$ cat src/rtl/flash_cmd_pkg.sv
package flash_cmd_pkg;

  typedef enum logic [1:0] {
    SRC_ARRAY = 2'd0,
    SRC_IDENT = 2'd1,
    SRC_QUERY = 2'd2
  } rd_src_e;

  typedef enum logic [2:0] {
    SQ_IDLE,
    SQ_UNL1,
    SQ_UNL2,
    SQ_PGM,
    SQ_ERA3,
    SQ_ERA4,
    SQ_ERA5
  } seq_e;

  typedef struct packed {
    logic go_prog;
    logic go_erase;
    logic chip;
  } op_req_t;

  localparam logic [7:0] CMD_KEY_A  = 8'hAA;
  localparam logic [7:0] CMD_KEY_B  = 8'h55;
  localparam logic [7:0] CMD_PROG   = 8'hA0;
  localparam logic [7:0] CMD_IDENT  = 8'h90;
  localparam logic [7:0] CMD_QUERY  = 8'h98;
  localparam logic [7:0] CMD_EXIT   = 8'hF0;
  localparam logic [7:0] CMD_ERASE  = 8'h80;
  localparam logic [7:0] CMD_SECTOR = 8'h30;
  localparam logic [7:0] CMD_CHIP   = 8'h10;

  localparam logic [11:0] KEY_ADR_A = 12'h555;
  localparam logic [11:0] KEY_ADR_B = 12'h2AA;

  localparam logic [15:0] ID_WORD_MFR = 16'h00BF;
  localparam logic [15:0] ID_WORD_DEV = 16'h2761;

endpackage

$ cat src/rtl/flash_seq_fsm.sv
module flash_seq_fsm
  import flash_cmd_pkg::*;
#(
  parameter int ADDR_W = 20,
  parameter int CMD_AW = 11
) (
  input  logic              clk,
  input  logic              rst_n,
  input  logic              abort,
  input  logic              wr_acc,
  input  logic [ADDR_W-1:0] wr_addr,
  input  logic [15:0]       wr_data,
  output op_req_t           req,
  output logic [1:0]        rd_src,
  output logic              prog_start,
  output logic [ADDR_W-1:0] prog_addr,
  output logic [15:0]       prog_data,
  output logic              erase_start,
  output logic              erase_chip,
  output logic [ADDR_W-1:0] erase_addr
);

  localparam logic [CMD_AW-1:0] ADR_A = CMD_AW'(KEY_ADR_A);
  localparam logic [CMD_AW-1:0] ADR_B = CMD_AW'(KEY_ADR_B);

  seq_e    seq_q, seq_nx;
  rd_src_e mode_q, mode_nx;

  logic [7:0] cmd;
  logic       at_a, at_b;
  logic       key_a, key_b;

  // only the low byte is decoded; the upper byte only travels as program data
  assign cmd   = wr_data[7:0];
  assign at_a  = (wr_addr[CMD_AW-1:0] == ADR_A);
  assign at_b  = (wr_addr[CMD_AW-1:0] == ADR_B);
  assign key_a = at_a && (cmd == CMD_KEY_A);
  assign key_b = at_b && (cmd == CMD_KEY_B);

  always_comb begin
    seq_nx  = seq_q;
    mode_nx = mode_q;
    req     = '0;
    if (wr_acc) begin
      unique case (seq_q)
        SQ_IDLE: begin
          if (key_a)                seq_nx  = SQ_UNL1;
          else if (cmd == CMD_EXIT) mode_nx = SRC_ARRAY;
        end
        SQ_UNL1: begin
          if (key_b) seq_nx = SQ_UNL2;
          else begin
            seq_nx  = SQ_IDLE;
            mode_nx = SRC_ARRAY;
          end
        end
        SQ_UNL2: begin
          seq_nx = SQ_IDLE;
          unique case (cmd)
            CMD_PROG:  seq_nx  = SQ_PGM;
            CMD_ERASE: seq_nx  = SQ_ERA3;
            CMD_IDENT: mode_nx = SRC_IDENT;
            CMD_QUERY: mode_nx = SRC_QUERY;
            default:   mode_nx = SRC_ARRAY;
          endcase
        end
        SQ_PGM: begin
          seq_nx      = SQ_IDLE;
          req.go_prog = 1'b1;
        end
        SQ_ERA3, SQ_ERA4: begin
          if ((seq_q == SQ_ERA3) ? key_a : key_b)
            seq_nx = (seq_q == SQ_ERA3) ? SQ_ERA4 : SQ_ERA5;
          else begin
            seq_nx  = SQ_IDLE;
            mode_nx = SRC_ARRAY;
          end
        end
        SQ_ERA5: begin
          seq_nx = SQ_IDLE;
          if (cmd == CMD_SECTOR) begin
            req.go_erase = 1'b1;
          end else if (cmd == CMD_CHIP && at_a) begin
            req.go_erase = 1'b1;
            req.chip     = 1'b1;
          end else begin
            mode_nx = SRC_ARRAY;
          end
        end
        default: begin
          seq_nx  = SQ_IDLE;
          mode_nx = SRC_ARRAY;
        end
      endcase
    end
  end

  always_ff @(posedge clk) begin
    if (!rst_n) begin
      seq_q       <= SQ_IDLE;
      mode_q      <= SRC_ARRAY;
      prog_start  <= 1'b0;
      erase_start <= 1'b0;
      erase_chip  <= 1'b0;
      prog_addr   <= '0;
      prog_data   <= '0;
      erase_addr  <= '0;
    end else if (abort) begin
      seq_q       <= SQ_IDLE;
      mode_q      <= SRC_ARRAY;
      prog_start  <= 1'b0;
      erase_start <= 1'b0;
    end else begin
      seq_q       <= seq_nx;
      mode_q      <= mode_nx;
      prog_start  <= req.go_prog;
      erase_start <= req.go_erase;
      if (req.go_prog) begin
        prog_addr <= wr_addr;
        prog_data <= wr_data;
      end
      if (req.go_erase) begin
        erase_addr <= wr_addr;
        erase_chip <= req.chip;
      end
    end
  end

  assign rd_src = mode_q;

endmodule

$ cat src/rtl/flash_op_timer.sv
module flash_op_timer
  import flash_cmd_pkg::*;
#(
  parameter int PROG_CYC = 8,
  parameter int SECT_CYC = 20,
  parameter int CHIP_CYC = 40
) (
  input  logic    clk,
  input  logic    rst_n,
  input  logic    abort,
  input  op_req_t req,
  output logic    busy
);

  localparam int MAX_AB = (PROG_CYC > SECT_CYC) ? PROG_CYC : SECT_CYC;
  localparam int MAX_C  = (MAX_AB > CHIP_CYC) ? MAX_AB : CHIP_CYC;
  localparam int CNT_W  = $clog2(MAX_C + 1);

  logic [CNT_W-1:0] remain_q;
  logic [CNT_W-1:0] load_val;

  always_comb begin
    if (req.go_prog)   load_val = CNT_W'(PROG_CYC);
    else if (req.chip) load_val = CNT_W'(CHIP_CYC);
    else               load_val = CNT_W'(SECT_CYC);
  end

  always_ff @(posedge clk) begin
    if (!rst_n || abort)                remain_q <= '0;
    else if (req.go_prog || req.go_erase) remain_q <= load_val;
    else if (remain_q != '0)            remain_q <= remain_q - 1'b1;
  end

  assign busy = (remain_q != '0);

endmodule

$ cat src/rtl/flash_rst_guard.sv
module flash_rst_guard #(
  parameter int RST_MIN = 4,
  parameter int REC_CYC = 5
) (
  input  logic clk,
  input  logic rst_n,
  input  logic hw_rst_n,
  output logic abort,
  output logic rd_hold
);

  localparam int LW = $clog2(RST_MIN + 1);
  localparam int RW = $clog2(REC_CYC + 1);

  logic [LW-1:0] low_q;
  logic [RW-1:0] rec_q;
  logic          held_q;
  logic          release_ev;

  assign abort      = !hw_rst_n && (low_q == LW'(RST_MIN - 1));
  assign release_ev = hw_rst_n && held_q;

  always_ff @(posedge clk) begin
    if (!rst_n) begin
      low_q  <= '0;
      held_q <= 1'b0;
      rec_q  <= '0;
    end else begin
      if (!hw_rst_n) begin
        if (low_q != LW'(RST_MIN)) low_q <= low_q + 1'b1;
      end else begin
        low_q <= '0;
      end

      if (abort)           held_q <= 1'b1;
      else if (release_ev) held_q <= 1'b0;

      if (release_ev)         rec_q <= RW'(REC_CYC);
      else if (rec_q != '0)   rec_q <= rec_q - 1'b1;
    end
  end

  assign rd_hold = held_q || (rec_q != '0);

endmodule

$ cat src/rtl/flash_id_rom.sv
module flash_id_rom
  import flash_cmd_pkg::*;
#(
  parameter int ADDR_W = 20
) (
  input  logic [1:0]        rd_src,
  input  logic [ADDR_W-1:0] rd_addr,
  output logic [15:0]       id_word
);

  always_comb begin
    id_word = 16'h0000;
    if (rd_src == SRC_IDENT) begin
      if (rd_addr == ADDR_W'(0))      id_word = ID_WORD_MFR;
      else if (rd_addr == ADDR_W'(1)) id_word = ID_WORD_DEV;
    end
  end

endmodule

$ cat src/rtl/flash_cmd_ctrl.sv
module flash_cmd_ctrl
  import flash_cmd_pkg::*;
#(
  parameter int ADDR_W   = 20,
  parameter int CMD_AW   = 11,
  parameter int PROG_CYC = 8,
  parameter int SECT_CYC = 20,
  parameter int CHIP_CYC = 40,
  parameter int RST_MIN  = 4,
  parameter int REC_CYC  = 5
) (
  input  logic              clk,
  input  logic              rst_n,
  input  logic              hw_rst_n,
  input  logic              wr_en,
  input  logic [ADDR_W-1:0] wr_addr,
  input  logic [15:0]       wr_data,
  input  logic [ADDR_W-1:0] rd_addr,
  output logic [1:0]        rd_src,
  output logic [15:0]       id_word,
  output logic              rd_hold,
  output logic              busy,
  output logic              prog_start,
  output logic [ADDR_W-1:0] prog_addr,
  output logic [15:0]       prog_data,
  output logic              erase_start,
  output logic              erase_chip,
  output logic [ADDR_W-1:0] erase_addr
);

  logic    abort;
  logic    wr_acc;
  op_req_t req;

  // a write counts only with the pin high, outside hold-off, and when idle
  assign wr_acc = wr_en && hw_rst_n && !rd_hold && !busy;

  flash_rst_guard #(
    .RST_MIN (RST_MIN),
    .REC_CYC (REC_CYC)
  ) u_guard (
    .clk      (clk),
    .rst_n    (rst_n),
    .hw_rst_n (hw_rst_n),
    .abort    (abort),
    .rd_hold  (rd_hold)
  );

  flash_seq_fsm #(
    .ADDR_W (ADDR_W),
    .CMD_AW (CMD_AW)
  ) u_seq (
    .clk         (clk),
    .rst_n       (rst_n),
    .abort       (abort),
    .wr_acc      (wr_acc),
    .wr_addr     (wr_addr),
    .wr_data     (wr_data),
    .req         (req),
    .rd_src      (rd_src),
    .prog_start  (prog_start),
    .prog_addr   (prog_addr),
    .prog_data   (prog_data),
    .erase_start (erase_start),
    .erase_chip  (erase_chip),
    .erase_addr  (erase_addr)
  );

  flash_op_timer #(
    .PROG_CYC (PROG_CYC),
    .SECT_CYC (SECT_CYC),
    .CHIP_CYC (CHIP_CYC)
  ) u_timer (
    .clk   (clk),
    .rst_n (rst_n),
    .abort (abort),
    .req   (req),
    .busy  (busy)
  );

  flash_id_rom #(
    .ADDR_W (ADDR_W)
  ) u_rom (
    .rd_src  (rd_src),
    .rd_addr (rd_addr),
    .id_word (id_word)
  );

endmodule

$ cat config.mk
export PLATFORM = sky130hd
export DESIGN_NAME = flash_cmd_ctrl
export DESIGN_NICKNAME = d
export VERILOG_FILES = /design/src/rtl/flash_cmd_pkg.sv /design/src/rtl/flash_seq_fsm.sv /design/src/rtl/flash_op_timer.sv /design/src/rtl/flash_rst_guard.sv /design/src/rtl/flash_id_rom.sv /design/src/rtl/flash_cmd_ctrl.sv
export SDC_FILE = /design/constraint.sdc
export NUM_CORES = 1
export LEC_CHECK = 0
export ABC_AREA = 1
export BUFFER_PORTS_ARGS = -buffer_cell sky130_fd_sc_hd__clkbuf_2
export CORE_MARGIN = 2
export CORE_UTILIZATION = 45
export CTS_CLUSTER_DIAMETER = 200
export DETAILED_ROUTE_END_ITERATION = 8
export PLACE_DENSITY = 0.81
export SLEW_MARGIN = 40
export SYNTH_ARGS = -nofsm -noshare
export SYNTH_HDL_FRONTEND = slang
export SYNTH_SLANG_ARGS = --single-unit
$ cat constraint.sdc
create_clock -name clk -period 2.8 [get_ports clk]
set_clock_uncertainty 0.15 [all_clocks]
set_input_delay 0.56 -clock clk [delete_from_list [all_inputs] [get_ports clk]]
set_output_delay 0.56 -clock clk [all_outputs]
set_load 0.005 [all_outputs]
==> results.yml <==
finish:
  area_delta_synth_final_pct: 22.5
  design_area_um2: 4450
  drive_gt1_share_pct: 26.8
  antenna_cells: 0
  fin_util_pct: 57.3
  instances_no_fill: 732
  finalNetCount: 693
  fill_cells: 713
drt:
  routed_wirelength_um: 8830
  dr.pass1.iters: 4
  via_count: 3537
  drtIter0Drc: 174
  via_per_inst: 4.83
  drc_errors: 0
  routedWlPerCell_um: 12.1
  ant_nets: 0
sta:
  slew_viol_final: 0
  rsz0062_at_grt: "false"
  relSlewSlack_pct: 63.7
  setup_tns_ps: 0
  setup_viol: 0
  worstMarginPinSlew_ps: 544
  whs_ps: 298
  layout_min_cycle_time_ps: 2560
  min_period_over_period_pct: 91.5
  hold_violations: 0
  fmaxAchievable_mhz: 390
synthesis:
  synthArstFlopShare_pct: 0
  yosysTopAreaCellShare_pct: 42.4
  yosysWarnings: 0
  yosysTopAreaCell: "dfxtp_1"
  yosys.cell_count.top_type: "inv_1"
  yosysSeqAreaShare_pct: 42.4
  synth-seq-cells: 77
  synthesis.area_um2: 3630
  syn_area_per_cell_um2: 7.21
  synth-edff-count: 0
  synth_commonest_cells: "inv_1, dfxtp_1, nor2_1, a21oi_1, nand2_1"
  ys_top_cells_by_area: "dfxtp_1, inv_1, nor2_1"
  netlist-cell-type-count: 28
  synth_flop_cell: "dfxtp_1"
  syn-instance-count: 504
global_route:
  grt_pass1_wl_um: 13900
  gr-total-overflow: 0
  grt.total_usage_pct: 19.5
  antenna_found_initial: 0
  grt_max_degree: 60
  first_global_vias: 3085
placed_design:
  numPortBuffers: 134
  dp.cells: 716
  place_congestion: 0.895
  placed_cell_area_um2: 4220
  place_hpwl_um: 6650
worst_setup_path:
  cp.required_ps: 2090
  crit_path_end: "id_word[13]"
  cp-end-kind: "output port"
  r2r_setup_slack_ps: 440
  r2r_start: "u_guard.rec_q[0]"
  critPathArrivalTime_ps: 1850
  start_kind: "primary input"
  rr_worst_depth: 12
  reg2reg_to: "u_timer.remain_q[2]"
  path_max_fanout: 5
  criticalPathCategory: "in2out"
  crit_start: "rd_addr[19]"
power:
  peakVddDrop_mv: 0.316
  p_clk_share_pct: 35.1
  p_per_area_nw_per_um2: 615
  seqPwrFrac_pct: 43.9
  internal_power_mw: 1.92
  swShare_pct: 29.9
  comb_power_share_pct: 21.0
  p_leak_nw: 2.12
  power_switching_uw: 820
clocking:
  post_cts_buffers: 0
  numClockSinks: 77
  ctsRootBufferMaster: "clkbuf_8"
  cts_tree: "yes"
  clkTransAtPathRegs_ps: 80
  hold_buffers: 0
  cts_made_buffers: 9
  clockBufferDepth: 2
  ctsResizeCount: 0
  worst_skew_pair.late_latency_ps: 350
  h-tree-depth: 3
floorplanning:
  die_height_um: 93.9
  core_um2: 7770
  start_util_pct: 46.8
  die_area_um2: 8810
  placementRows: 32
  ioPinCount: 139
  die_w_um: 93.9
run:
  drv_cap: 0
outcome:
  status: "finished clean"
min_path:
  hp-class: "reg2reg"
logic make-up (layout without fill, tap and decap cells):
| kind of cell | after synthesis | after routing | synth area share [%] |
|---|---|---|---|
| and+or+nand+nor | 172 | 172 | 20.2 |
| AOI/OAI and AO/OA | 123 | 123 | 17.4 |
| buffers and inverters | 118 | 241 | 15.9 |
| DFF | 77 | 77 | 42.4 |
| adders and majority gates | 8 | 8 | 2.75 |
| xor gates and xnor gates | 5 | 5 | 1.21 |
| other | 1 | 4 | 0.103 |
placed cells by master, fill, tap and decap left out, types with 2 or more instances in the layout:
| cell | count |
|---|---|
| clkbuf_2 | 134 |
| inv_1 | 84 |
| dfxtp_1 | 77 |
| nor2_1 | 74 |
| a21oi_1 | 53 |
| nand2_1 | 50 |
| o21ai_0 | 35 |
| o21ai_1 | 31 |
| nand3_1 | 22 |
| nor3_1 | 9 |
| clkbuf_8 | 9 |
| ha_1 | 8 |
| nor2_2 | 4 |
| inv_6 | 4 |
| conb_1 | 4 |
| nor4_1 | 3 |
| nand2_2 | 3 |
| inv_2 | 3 |
| o21ai_2 | 3 |
| xor2_1 | 3 |
| buf_4 | 3 |
| nor3b_1 | 2 |
| nand4_1 | 2 |
| xnor2_1 | 2 |
| bufinv_16 | 2 |
final cells by class:
type                       instances  area (um2)  area share (%)
tap                              102         128            2.87
inverter                          88         335            7.53
sequential                        77        1540            34.6
clock buffer                       9         124            2.78
timing repair buffer             137         693            15.6
multi-input combinational        312        1520            34.2
clock inverter                     7         105            2.36
metal layers:
| layer | vias to the layer above | global-route usage (%) | wire length (um) |
|---|---|---|---|
| met4 | 0 | 5.92 | 109 |
| met1 | 1610 | 23.9 | 3790 |
| met3 | 9 | 5.54 | 629 |
| met5 | - | 0 | 0 |
| met2 | 99 | 33.0 | 4300 |
| li1 | 1819 | - | - |
through the flow:
step | setup slack, ps | total power [mW]
floorplan | 442 | 1.64
global placement | 331 | 1.77
detailed placement | 241 | 1.80
CTS | 242 | 2.76
global route | 86.1 | 2.90
finish | 239 | 2.74
registers in the layout, indices dropped and copies added (netlist names):
| name | count |
|---|---|
| u_seq.erase_addr | 20 |
| u_seq.seq_q | 3 |
| u_seq.prog_start | 1 |
| u_guard.rec_q | 3 |
| u_timer.remain_q | 6 |
| u_seq.erase_chip | 1 |
| u_seq.prog_data | 16 |
| u_guard.low_q | 3 |
| u_guard.held_q | 1 |
| u_seq.rd_src | 2 |
| u_seq.prog_addr | 20 |
| u_seq.erase_start | 1 |
worst max-delay path, stage by stage:
cell and delay [ps]:
clkbuf_2 90, nor4_1 300, nand4_1 190, nor3b_1 500, clkbuf_2 210
worst min path at each step:
stage | start | endpoint | slack (ps) | depth (start not counted)
5_1_grt | wr_addr[4] | u_seq.erase_addr[4] | 320 | 3
6_report | u_seq.prog_data[4] | u_seq.prog_data[4] | 300 | 2
3_3_place_gp | u_seq.prog_data[4] | u_seq.prog_data[4] | 280 | 2
4_1_cts | u_seq.prog_data[4] | u_seq.prog_data[4] | 300 | 2
2_1_floorplan | u_seq.prog_addr[0] | u_seq.prog_addr[0] | 290 | 2
3_5_place_dp | u_seq.prog_data[4] | u_seq.prog_data[4] | 290 | 2
power by group through the flow:
| stage | clock, mW | combinational [mW] | sequential, mW |
|---|---|---|---|
| floorplan | 0 | 0.427 | 1.21 |
| finish | 0.963 | 0.575 | 1.20 |
| detailed placement | 0 | 0.575 | 1.22 |
| CTS | 0.979 | 0.583 | 1.20 |
| global placement | 0 | 0.546 | 1.22 |
| global route | 1.03 | 0.663 | 1.21 |
Note: power is estimated with default switching activity, not from simulation.
